File: src/rtl/dbg2w_master.sv
module dbg2w_master #(
  parameter int SYS_HZ     = 250_000_000,
  parameter int DBG_MAX_HZ = 30_000_000
) (
  input  logic        clk,
  input  logic        rst_n,
  input  logic        cmd_valid,
  input  logic [1:0]  cmd_mode,
  input  logic [7:0]  cmd_op,
  input  logic [23:0] cmd_args,
  input  logic [1:0]  cmd_nargs,
  output logic        busy,
  output logic        rsp_done,
  output logic [15:0] rsp_data,
  output logic        dbg_clk,
  output logic        dbg_rst_n,
  output logic        dbg_dout,
  output logic        dbg_oe,
  input  logic        dbg_din
);
  localparam int HALF = SYS_HZ / (2 * DBG_MAX_HZ) + 1;
  localparam int DW   = $clog2(HALF + 1);

  typedef enum logic [2:0] {IDLE, ENTRY, SHOUT, TURN, SHIN} st_t;

  st_t         st;
  logic [DW-1:0] div;
  logic        ph;
  logic [5:0]  cnt;
  logic [2:0]  step;
  logic [1:0]  nrd;
  logic [31:0] sh;
  logic [15:0] rsh;

  wire tick   = (div == DW'(HALF - 1));
  wire accept = (st == IDLE) && cmd_valid;
  wire inj    = (cmd_mode == 2'b01) && (cmd_op[7:2] == 6'b010101);
  wire [1:0] n_args = inj ? cmd_op[1:0] : cmd_nargs;

  logic [1:0] n_rep;
  always_comb begin
    if (cmd_mode == 2'b01)
      n_rep = (!inj && (cmd_op == 8'h28 || cmd_op == 8'h68)) ? 2'd2 : 2'd1;
    else
      n_rep = cmd_op[2] ? 2'd1 : 2'd0;
  end

  assign busy     = (st != IDLE);
  assign rsp_data = rsh;

  always_ff @(posedge clk or negedge rst_n) begin
    if (!rst_n) div <= '0;
    else if (st == IDLE || tick) div <= '0;
    else div <= div + 1'b1;
  end

  always_ff @(posedge clk or negedge rst_n) begin
    if (!rst_n) begin
      st        <= IDLE;
      ph        <= 1'b0;
      cnt       <= '0;
      step      <= '0;
      nrd       <= '0;
      sh        <= '0;
      rsh       <= '0;
      rsp_done  <= 1'b0;
      dbg_clk   <= 1'b1;
      dbg_rst_n <= 1'b1;
      dbg_dout  <= 1'b1;
      dbg_oe    <= 1'b1;
    end else begin
      rsp_done <= 1'b0;
      case (st)
        IDLE: if (accept) begin
          dbg_clk <= 1'b0;
          dbg_oe  <= 1'b1;
          step    <= '0;
          if (cmd_mode[1]) begin
            st        <= ENTRY;
            dbg_rst_n <= 1'b0;
            dbg_dout  <= 1'b1;
          end else begin
            st  <= SHOUT;
            ph  <= 1'b0;
            sh  <= {cmd_op, cmd_args};
            cnt <= {3'(n_args) + 3'd1, 3'b000} - 6'd1;
            nrd <= n_rep;
            rsh <= '0;
          end
        end
        ENTRY: if (tick) begin
          step <= step + 3'd1;
          if (step < 3'd4) dbg_clk <= ~dbg_clk;
          else if (step == 3'd4) dbg_rst_n <= 1'b1;
          else begin
            st       <= IDLE;
            rsp_done <= 1'b1;
          end
        end
        SHOUT: if (tick) begin
          if (!ph) begin
            dbg_clk  <= 1'b1;
            dbg_dout <= sh[31];
            sh       <= {sh[30:0], 1'b0};
            ph       <= 1'b1;
          end else begin
            dbg_clk <= 1'b0;
            ph      <= 1'b0;
            if (cnt != 6'd0) cnt <= cnt - 6'd1;
            else if (nrd != 2'd0) begin
              st     <= TURN;
              dbg_oe <= 1'b0;
              step   <= '0;
            end else begin
              st       <= IDLE;
              rsp_done <= 1'b1;
            end
          end
        end
        TURN: if (tick) begin
          if (step == 3'd0) step <= 3'd1;
          else begin
            st      <= SHIN;
            dbg_clk <= 1'b1;
            ph      <= 1'b1;
            cnt     <= (nrd == 2'd2) ? 6'd15 : 6'd7;
          end
        end
        SHIN: if (tick) begin
          if (ph) begin
            dbg_clk <= 1'b0;
            ph      <= 1'b0;
            rsh     <= {rsh[14:0], dbg_din};
            if (cnt != 6'd0) cnt <= cnt - 6'd1;
            else begin
              st       <= IDLE;
              rsp_done <= 1'b1;
            end
          end else begin
            dbg_clk <= 1'b1;
            ph      <= 1'b1;
          end
        end
        default: st <= IDLE;
      endcase
    end
  end
endmodule

File: config.mk
export PLATFORM = sky130hd
export DESIGN_NAME = dbg2w_master
export DESIGN_NICKNAME = d
export VERILOG_FILES = /design/src/rtl/dbg2w_master.sv
export SDC_FILE = /design/constraint.sdc
export NUM_CORES = 1
export LEC_CHECK = 0
export CAP_MARGIN = 20
export CORE_MARGIN = 5
export CORE_UTILIZATION = 45
export CTS_CLUSTER_DIAMETER = 80
export CTS_CLUSTER_SIZE = 25
export DETAILED_ROUTE_END_ITERATION = 10
export PLACE_DENSITY = 0.72
export SLEW_MARGIN = 20
export SYNTH_ARGS = -nofsm -noshare
export SYNTH_HDL_FRONTEND = slang
export SYNTH_SLANG_ARGS = --single-unit
export TNS_END_PERCENT = 5
File: constraint.sdc
create_clock -name clk -period 3.7 [get_ports clk]
set_clock_uncertainty 0.1 [all_clocks]
set_input_delay 0.555 -clock clk [delete_from_list [all_inputs] [get_ports clk]]
set_output_delay 0.555 -clock clk [all_outputs]
set_load 0.02 [all_outputs]
==> results of run 1 <==
[cell families after synthesis]
group / count (synthesis)
AND/OR/NAND/NOR: 140
AO/OA/AOI/OAI: 94
flip-flops: 71
multiplexers: 41
buffers and inverters: 36
adder cells (fa/ha/maj): 6
XOR/XNOR: 1
[final cells by class]
cell class / count / area share, %
flip-flops and latches: 71 / 38.8
clock buffers: 10 / 2.78
multi-input cells: 282 / 38.7
inverters: 14 / 1.15
well taps: 105 / 2.86
repair buffers: 65 / 13.8
clock inverters: 6 / 1.85
[worst min-delay path by stage]
stage / endpoint / slack (ns) / cells after the start
6_report: rsp_data[11] / 0.33 / 2
4_1_cts: sh[3] / 0.36 / 2
3_5_place_dp: div[0] / 0.36 / 1
5_1_grt: dbg_dout / 0.40 / 2
3_3_place_gp: div[0] / 0.34 / 1
2_1_floorplan: cnt[0] / 0.16 / 0
[power by group through the flow]
| stage | clock [mW] | combinational, mW | sequential (mW) |
|---|---|---|---|
| 2_1_floorplan | 0 | 0.0377 | 0.842 |
| 3_3_place_gp | 0 | 0.131 | 0.834 |
| 3_5_place_dp | 0 | 0.134 | 0.836 |
| 4_1_cts | 0.683 | 0.134 | 0.821 |
| 5_1_grt | 0.714 | 0.147 | 0.824 |
| 6_report | 0.660 | 0.131 | 0.821 |
[metal layers]
metal,vias to the layer above,routed length [um]
met4,0,143
li1,1478,-
met1,1390,3770
met2,62,3710
met3,13,327
met5,-,0
[Yosys cell counts, drive strengths merged, types with 6 or more instances]
cell type and instances:
clkbuf 6, ha 6, nor2 42, buf 16, dfrtp 67, nand2 48
inv 14, a21oi 39, nand3 14, o21ai 31, mux2i 36, a21o 6
nor3 7
[state kept, by name (all words and copies together) (netlist names)]
register,flops
step,3
st,3
dbg_oe,1
sh,32
dbg_clk,1
ph,1
rsp_data,16
cnt,6
nrd,2
dbg_dout,1
dbg_rst_n,1
div,3
rsp_done,1
[critical path, cell delays in order, from the launching register on]
cell and delay (ns):
dfrtp_1 0.63, nor3_1 0.53, inv_2 0.12, clkdlybuf4s50_1 0.56
[stage by stage]
stage | total power [mW] | area [um^2]
after floorplan | 0.879 | 3720
after global placement | 0.965 | 4380
after detailed placement | 0.969 | 4380
after CTS | 1.64 | 4590
after global routing | 1.68 | 4590
final | 1.61 | 4590
==> results.md, run 1 <==
* Total Wirelength at about 7900 um
* Worst R2R End: rsp_data[13]
* RSZ-0062 raised after global routing: false
* Worst skew pair latency at 0.34 ns
* Largest cells by area after synthesis: dfrtp_1, mux2i_1, a21oi_1
* Core Region at 8130 um^2
* Residual DRC at 0
* Post-synth top area share at 45.1%
* Post-CTS setup buffer count at 0
* Crit path capture: busy
* Post-Synthesis Cells at 389
* Syn Area/Cell at about 9.6 um^2
* Share of cells above drive strength 1 at between 8 and 9%
* Vias in the first global route at 2,892
* Final Instance Count excl. Fillers at approximately 550
* First-pass GRT wire length at 13,500 um
* Most frequent cells in the layout: dfrtp_1, clkdlybuf4s50_1, nand2_1, nor2_1, a21oi_1
* Via count at slightly below 3k
* Hold Vio Cnt, Final at 0
* Port-buffer cells at 61
* H-tree Lvls at 3
* R2R Path Start: div[0]
* Synthesized area at 3720 um^2
* Met3 GRT Util at 2.84%
* Synth Area in Simple Gates at between 10% and 20%
* Critical Path Fanout Max at 21
* Met1 usage at 23.8%
* DR iter-0 viols at 153
* Crit Path Class: reg2out
* Measured slew at the worst slew-check pin at 0.946 ns
* Combinational power share at 8.1%
* CTS root buf: clkbuf_8
* M2 GR Usage at between 20% and 30%
* Part of the Yosys area used for sequential elements at between 40% and 50%
* FP Rows at 33
* CTS clk-pin slew, worst paths at 0.07 ns
* Die ar. at roughly 10,000 um^2
* Grt ovf at 0
* Peak Freq at 354 MHz
* Synth area leader: dfrtp_1
* Final setup vio count at 0
* DP HPWL at 5730 um
* Synth Area in Adders at 2.02%
* I/O pin count at 62
* Post-synth top flop: dfrtp_1
* CTS Buf Count at 9
* Warnings from Yosys at 0
* Die Y at slightly above 100 um
* Max IR drop VDD at 0.220 mV
* N_diodes at 0
* PwrDens at 351 nW/um^2
* Setup crit start kind: flip-flop
* Commonest non-fill, non-tap cell in the layout: dfrtp_1
* CTS sink cnt at 71
* Sequential Power Share at 50.9%
* Via density per instance at 5.32
* Max Cap Viol at 0
* Final Cycle Share at 76.3%
* Required @ worst endpoint at 3.04 ns
* Synth async-reset ratio at 100%
* Leak Pwr at 2.03 nW
* Internal power at 1.25 mW
* Sequential cell area at 1780 um^2
* Sw Share at about 22%
* Min cycle time layout at around 2.8 ns
* Max-slew headroom at between 30 and 40%
* Slew Limit Fails at 0
* Routed Antenna Nets at 0
* Library cells used by synthesis at 58
* Largest family of logic cells by synthesized area: simple AND/OR/NAND/NOR gates
* Post-CTS sizing at 0
* Switching Power at 360 uW
* Tot GR Track Use at 16.6%
* Fillers at 727
* XOR/XNOR share of the synthesized area at 0.236%
* Compound-cell area share of the yosys netlist at 15.8%
* Initial Util at 45.7%
* Min-Delay Path Class: in2async
* Setup TNS at 0 ns
* CP startpoint: st[0]
* 1st-pass router iterations at 4
* Arrival @ worst endpoint at 2.17 ns
* R2R depth at 7
* Clock Power Share at 40.9%
* Largest net degree at the start of global routing at 72
* Final Wtd Congestion at 0.911
* Clk buf depth at 2
* CTS tree: built
* Area of the multi-input gates at 1780 um^2
* Final core area utilization at 56.4%
* #FFs+latches synth at 71
* Most Crowded Layer GR: met2
* Post-synth net total at 435
* Nets at ~500
* R2r setup slk at 1.32 ns
* Die Wd at 101 um
* Initial antenna violation count at 0
* EDFF count, synth at 0
* Mux contribution to synthesized area at 11.3%
* Post-CTS Hold Buffers at 0
* Worst setup margin at 0.876 ns
* Post-Place Worst Slack at 1.03 ns
* Worst setup EP type: output pin
* Avg WL per Cell at 14.4 um
* Status: finished clean
* Hold slack at ~0.33 ns
* Placed Cells incl. Taps at about 540
* Layout area overhead at 23.5%
Note: power is estimated with default switching activity, not from simulation.
==> run 2, diff against run 1 <==
PLACE_DENSITY = 0.75   (was 0.72)
clock period = 2.34 ns   (was 3.7 ns; I/O delays follow)
==> results.md, run 2 (synthesis results as in run 1) <==
* Startpoint of the worst hold path: dbg_dout
* PwrDens at 519 nW/um^2
* Setup TNS at 0 ns
* Post-Place Worst Slack at 0.0856 ns
* Crit Path Class: reg2out
* Clock Power Share at 38.2%
* Min-Delay Path Class: reg2reg
* CTS tree: built
* Biggest register: sh
* Slew Limit Fails at 0
* R2r setup slk at about 0.14 ns
* Clk buf depth at 2
* N_diodes at 0
* R2R Path Start: step[0]
* Number of flip-flops in the largest register at 32
* CTS root buf: clkbuf_8
* Sw Share at a little over a quarter
* Core Region at 8130 um^2
* Worst R2R End: step[0]
* Worst skew pair latency at 0.35 ns
* Routed Antenna Nets at 0
* H-tree Lvls at 3
* Combinational power share at about 8.7%
* Measured slew at the worst slew-check pin at 0.480 ns
* Initial antenna violation count at 0
* CTS clk-pin slew, worst paths at 0.09 ns
* DR iter-0 viols at 195
* I/O pin count at 62
* Switching Power at 649 uW
* Largest net degree at the start of global routing at a little over 70
* Worst setup margin at ~0.11 ns
* Post-CTS setup buffer count at 0
* CTS Buf Count at 9
* Initial Util at between 40% and 50%
* Via count at about 3.0k
* Die Y at 101 um
* Max Cap Viol at 0
* Tot GR Track Use at between 10% and 20%
* 1st-pass router iterations at 4
* Hold Crit Depth at 2
* Port-buffer cells at 61
* Critical Path Fanout Max at 8
* Die ar. at 10,200 um^2
* Total Wirelength at 8190 um
* Worst setup EP type: output pin
* Residual DRC at 0
* Status: finished clean
* Layout area overhead at 26.6%
* Grt ovf at 0
* CTS sink cnt at 71
* Required @ worst endpoint at 1.89 ns
* Avg WL per Cell at ~15 um
* Die Wd at 101 um
* Max-slew headroom at 68.0%
* R2R depth at 7
* Sequential Power Share at 53.1%
* Arrival @ worst endpoint at 1.77 ns
* DP HPWL at 5920 um
* Internal power at between 1.5 and 2 mW
* Final setup vio count at 0
* Commonest non-fill, non-tap cell in the layout: dfrtp_1
* Most frequent cells in the layout: dfrtp_1, clkdlybuf4s50_1, nand2_1, nor2_1, a21oi_1
* Final Wtd Congestion at 0.897
* Final Cycle Share at 95.1%
* Hold Vio Cnt, Final at 0
* RSZ-0062 raised after global routing: false
* Peak Freq at approximately 450 MHz
* Min cycle time layout at 2.23 ns
* Leak Pwr at 2.09 nW
* Via density per instance at about 5.3
* FP Rows at 33
* First-pass GRT wire length at 14,000 um
* Nets at 500
* Share of cells above drive strength 1 at 11.3%
* Hold Path Sink: dbg_dout
* Vias in the first global route at 2,987
* Max IR drop VDD at 0.321 mV
* Setup crit start kind: flip-flop
## run 2: cell types whose count changed in the layout (fill, tap and decap cells not counted), sizes merged
cell,delta
clkbuf,-1
clkinv,-1
dlygate4sd3,+1
buf,+10
bufinv,-2
inv,+4
## run 2: routing by layer
metal  up-vias  GRT usage, %  wire length (um)
met5         -             0                 0
met2        80          27.3              3750
met4         0          7.56               202
met3        16          2.84               384
li1       1495             -                 -
met1      1389          23.1              3850
## run 2: worst max-delay path by stage
stage	startpoint	end	slack (ns)	cells past startpoint
3_5_place_dp	cmd_mode[1]	sh[25]	0.09	7
5_1_grt	st[2]	busy	0.01	4
4_1_cts	st[1]	busy	0.1	3
3_3_place_gp	cmd_valid	cnt[1]	0.14	6
6_report	st[2]	busy	0.11	4
2_1_floorplan	div[0]	cnt[1]	0.38	8
## run 2: through the flow
step	power [mW]	utilization, %	cell area, um^2	hold slack (ns)	std cells
after floorplan	1.39	-	3720	-0.0446	389
after global placement	1.53	55.3	4500	0.307	547
after detailed placement	1.54	55.3	4500	0.311	547
after CTS	2.48	57.8	4700	0.372	564
after global routing	2.56	57.8	4700	0.384	564
final	2.44	57.8	4700	0.369	564
## run 2: power by group through the flow
| stage | Clock, mW | Sequential, mW | Combinational (mW) |
|---|---|---|---|
| after floorplan | 0 | 1.33 | 0.0596 |
| after global placement | 0 | 1.32 | 0.212 |
| after detailed placement | 0 | 1.32 | 0.216 |
| after CTS | 0.966 | 1.30 | 0.218 |
| after global routing | 1.02 | 1.30 | 0.236 |
| final | 0.932 | 1.30 | 0.213 |
## run 2: final cells by class
type                            count  area (um^2)
Clock buffer                        9          124
Clock inverter                      7         61.3
Fill cell                         696         3430
Inverter                           14         52.6
Multi-Input combinational cell    282         1780
Sequential cell                    71         1780
Tap cell                          105          131
Timing Repair Buffer               76          771
## run 2: critical path: stages, from the launching register on
cell and delay (ns):
dfrtp_1 0.43, buf_4 0.19, nor3_2 0.17, inv_2 0.09, clkdlybuf4s50_1 0.54
## run 2: what timing repair did
action / CTS / global route
cloned: 0 / 0
gates resized for setup: 1 / 1
endpoints found under the hold margin: 67 / 0
hold buffers: 1 / 0
endpoints found under the setup margin: 1 / 1
==> run 3, diff against run 2 <==
CTS_BUF_LIST = sky130_fd_sc_hd__clkbuf_4 sky130_fd_sc_hd__clkbuf_8   (was unset)
PLACE_DENSITY = 0.72   (was 0.75)
clock period = 2.5 ns   (was 2.34 ns; I/O delays follow)
==> results.md, run 3 (synthesis results as in run 1) <==
* Status: finished clean
* Measured slew at the worst slew-check pin at 0.544 ns
* Initial Util at around 46%
* Avg WL per Cell at 14.6 um
* 1st-pass router iterations at 5
* Commonest non-fill, non-tap cell in the layout: dfrtp_1
* Residual DRC at 0
* FP Rows at 33
* Grt ovf at 0
* Port-buffer cells at 61
* Required @ worst endpoint at 2.03 ns
* Die ar. at 10,200 um^2
* CTS tree: built
* Number of flip-flops in the largest register at 32
* Worst skew pair latency at 0.33 ns
* Max IR drop VDD at 0.237 mV
* CTS root buf: clkbuf_8
* Final Wtd Congestion at 0.931
* Largest delay contributor family on the critical path: buffers and inverters
* DP HPWL at 5820 um
* Placed Cells incl. Taps at 541
* Slew Limit Fails at 0
* H-tree Lvls at 3
* Final Cycle Share at 94.6%
* CP bufs+invs at 2
* Die Y at 101 um
* Peak Freq at about 420 MHz
* I/O pin count at 62
* Min cycle time layout at 2.37 ns
* CTS sink cnt at 71
* Via count at 2,976
* Clk buf depth at 2
* Setup crit start kind: flip-flop
* Share of cells above drive strength 1 at about a tenth
* CP cell instances: nor3_2 > inv_2 > clkdlybuf4s50_1
* Critical Path Fanout Max at 17
* DR iter-0 viols at 306
* Final Instance Count excl. Fillers at 558
* Biggest register: sh
* N_diodes at 0
* CTS clk-pin slew, worst paths at 0.08 ns
* Worst path slowest cell: dfrtp_1
* Min-Delay Path Class: reg2reg
* Arrival @ worst endpoint at between 1.5 and 2 ns
* Leak Pwr at slightly above 2 nW
* Max Cap Viol at 0
* Die Wd at slightly above 100 um
* Max-slew headroom at roughly 64%
* Vias in the first global route at 2,929
* Core Region at just over 8000 um^2
* Crit Path Class: reg2out
* Setup TNS at 0 ns
* Final setup vio count at 0
* Total Wirelength at ~8200 um
* Nets at 494
* Hold Vio Cnt, Final at 0
* Tot GR Track Use at approximately 17%
* CTS Buf Count at 9
* Worst setup EP type: output pin
* Via density per instance at 5.33
* CP max stage delay at 0.69 ns
* Initial antenna violation count at 0
* Routed Antenna Nets at 0
* PwrDens at 497 nW/um^2
* Largest net degree at the start of global routing at 72
* First-pass GRT wire length at 13,600 um
* RSZ-0062 raised after global routing: false
* Most frequent cells in the layout: dfrtp_1, clkdlybuf4s50_1, nand2_1, nor2_1, a21oi_1
* Layout area overhead at 25.3%
## run 3: final cells by class
type / count / area (um^2)
repair buffers: 70 / 713
inverters: 14 / 52.6
multi-input cells: 282 / 1780
clock buffers: 9 / 124
flip-flops and latches: 71 / 1780
fillers: 735 / 3480
well taps: 105 / 131
clock inverters: 7 / 71.3
## run 3: timing repair
| item | 4_1_cts | 5_1_grt |
|---|---|---|
| resized for setup | 0 | 1 |
| setup endpoints to repair | 0 | 1 |
| buffers inserted | 0 | 0 |
| endpoints found under the hold margin | 67 | 0 |
| hold buffers | 1 | 0 |
## run 3: metal layers
metal  global-route usage (%)  wire length (um)  share of wire [%]  vias up
li1                         -                 -                  -     1477
met1                     23.2              3730                 46     1411
met2                     26.0              3920                 48       80
met3                     3.18               414                5.1        8
met4                     5.60                95                1.2        0
met5                        0                 0                  0        -
## run 3: path summary, 6_finish.rpt
check / from / end / slack (ns) / cells past startpoint
min: div[0] / div[0] / 0.37 / 1
max reg2reg: st[1] / cnt[1] / 0.25 / 4
max in group asynchronous: rst_n / dbg_dout / 1.46 / 3
max: st[1] / busy / 0.13 / 3
min reg2reg: div[0] / div[0] / 0.37 / 1
min in group asynchronous: rst_n / div[2] / 0.50 / 3
## run 3: per-stage QoR
stage | util (%) | setup WS [ns] | hold slack [ns] | power, mW | cell area [um^2]
2_1_floorplan | - | 0.543 | -0.0206 | 1.30 | 3720
3_3_place_gp | 54.6 | 0.212 | 0.331 | 1.43 | 4440
3_5_place_dp | 54.6 | 0.180 | 0.334 | 1.44 | 4440
4_1_cts | 57.2 | 0.0367 | 0.385 | 2.35 | 4650
5_1_grt | 57.2 | 0.0545 | 0.407 | 2.42 | 4650
6_report | 57.2 | 0.134 | 0.375 | 2.32 | 4650
## run 3: power by group
| part | leakage [nW] | switching [mW] | internal [mW] |
|---|---|---|---|
| sequential | 0.889 | 0.0250 | 1.19 |
| clock | 0.0916 | 0.443 | 0.461 |
| combinational | 1.08 | 0.0890 | 0.109 |
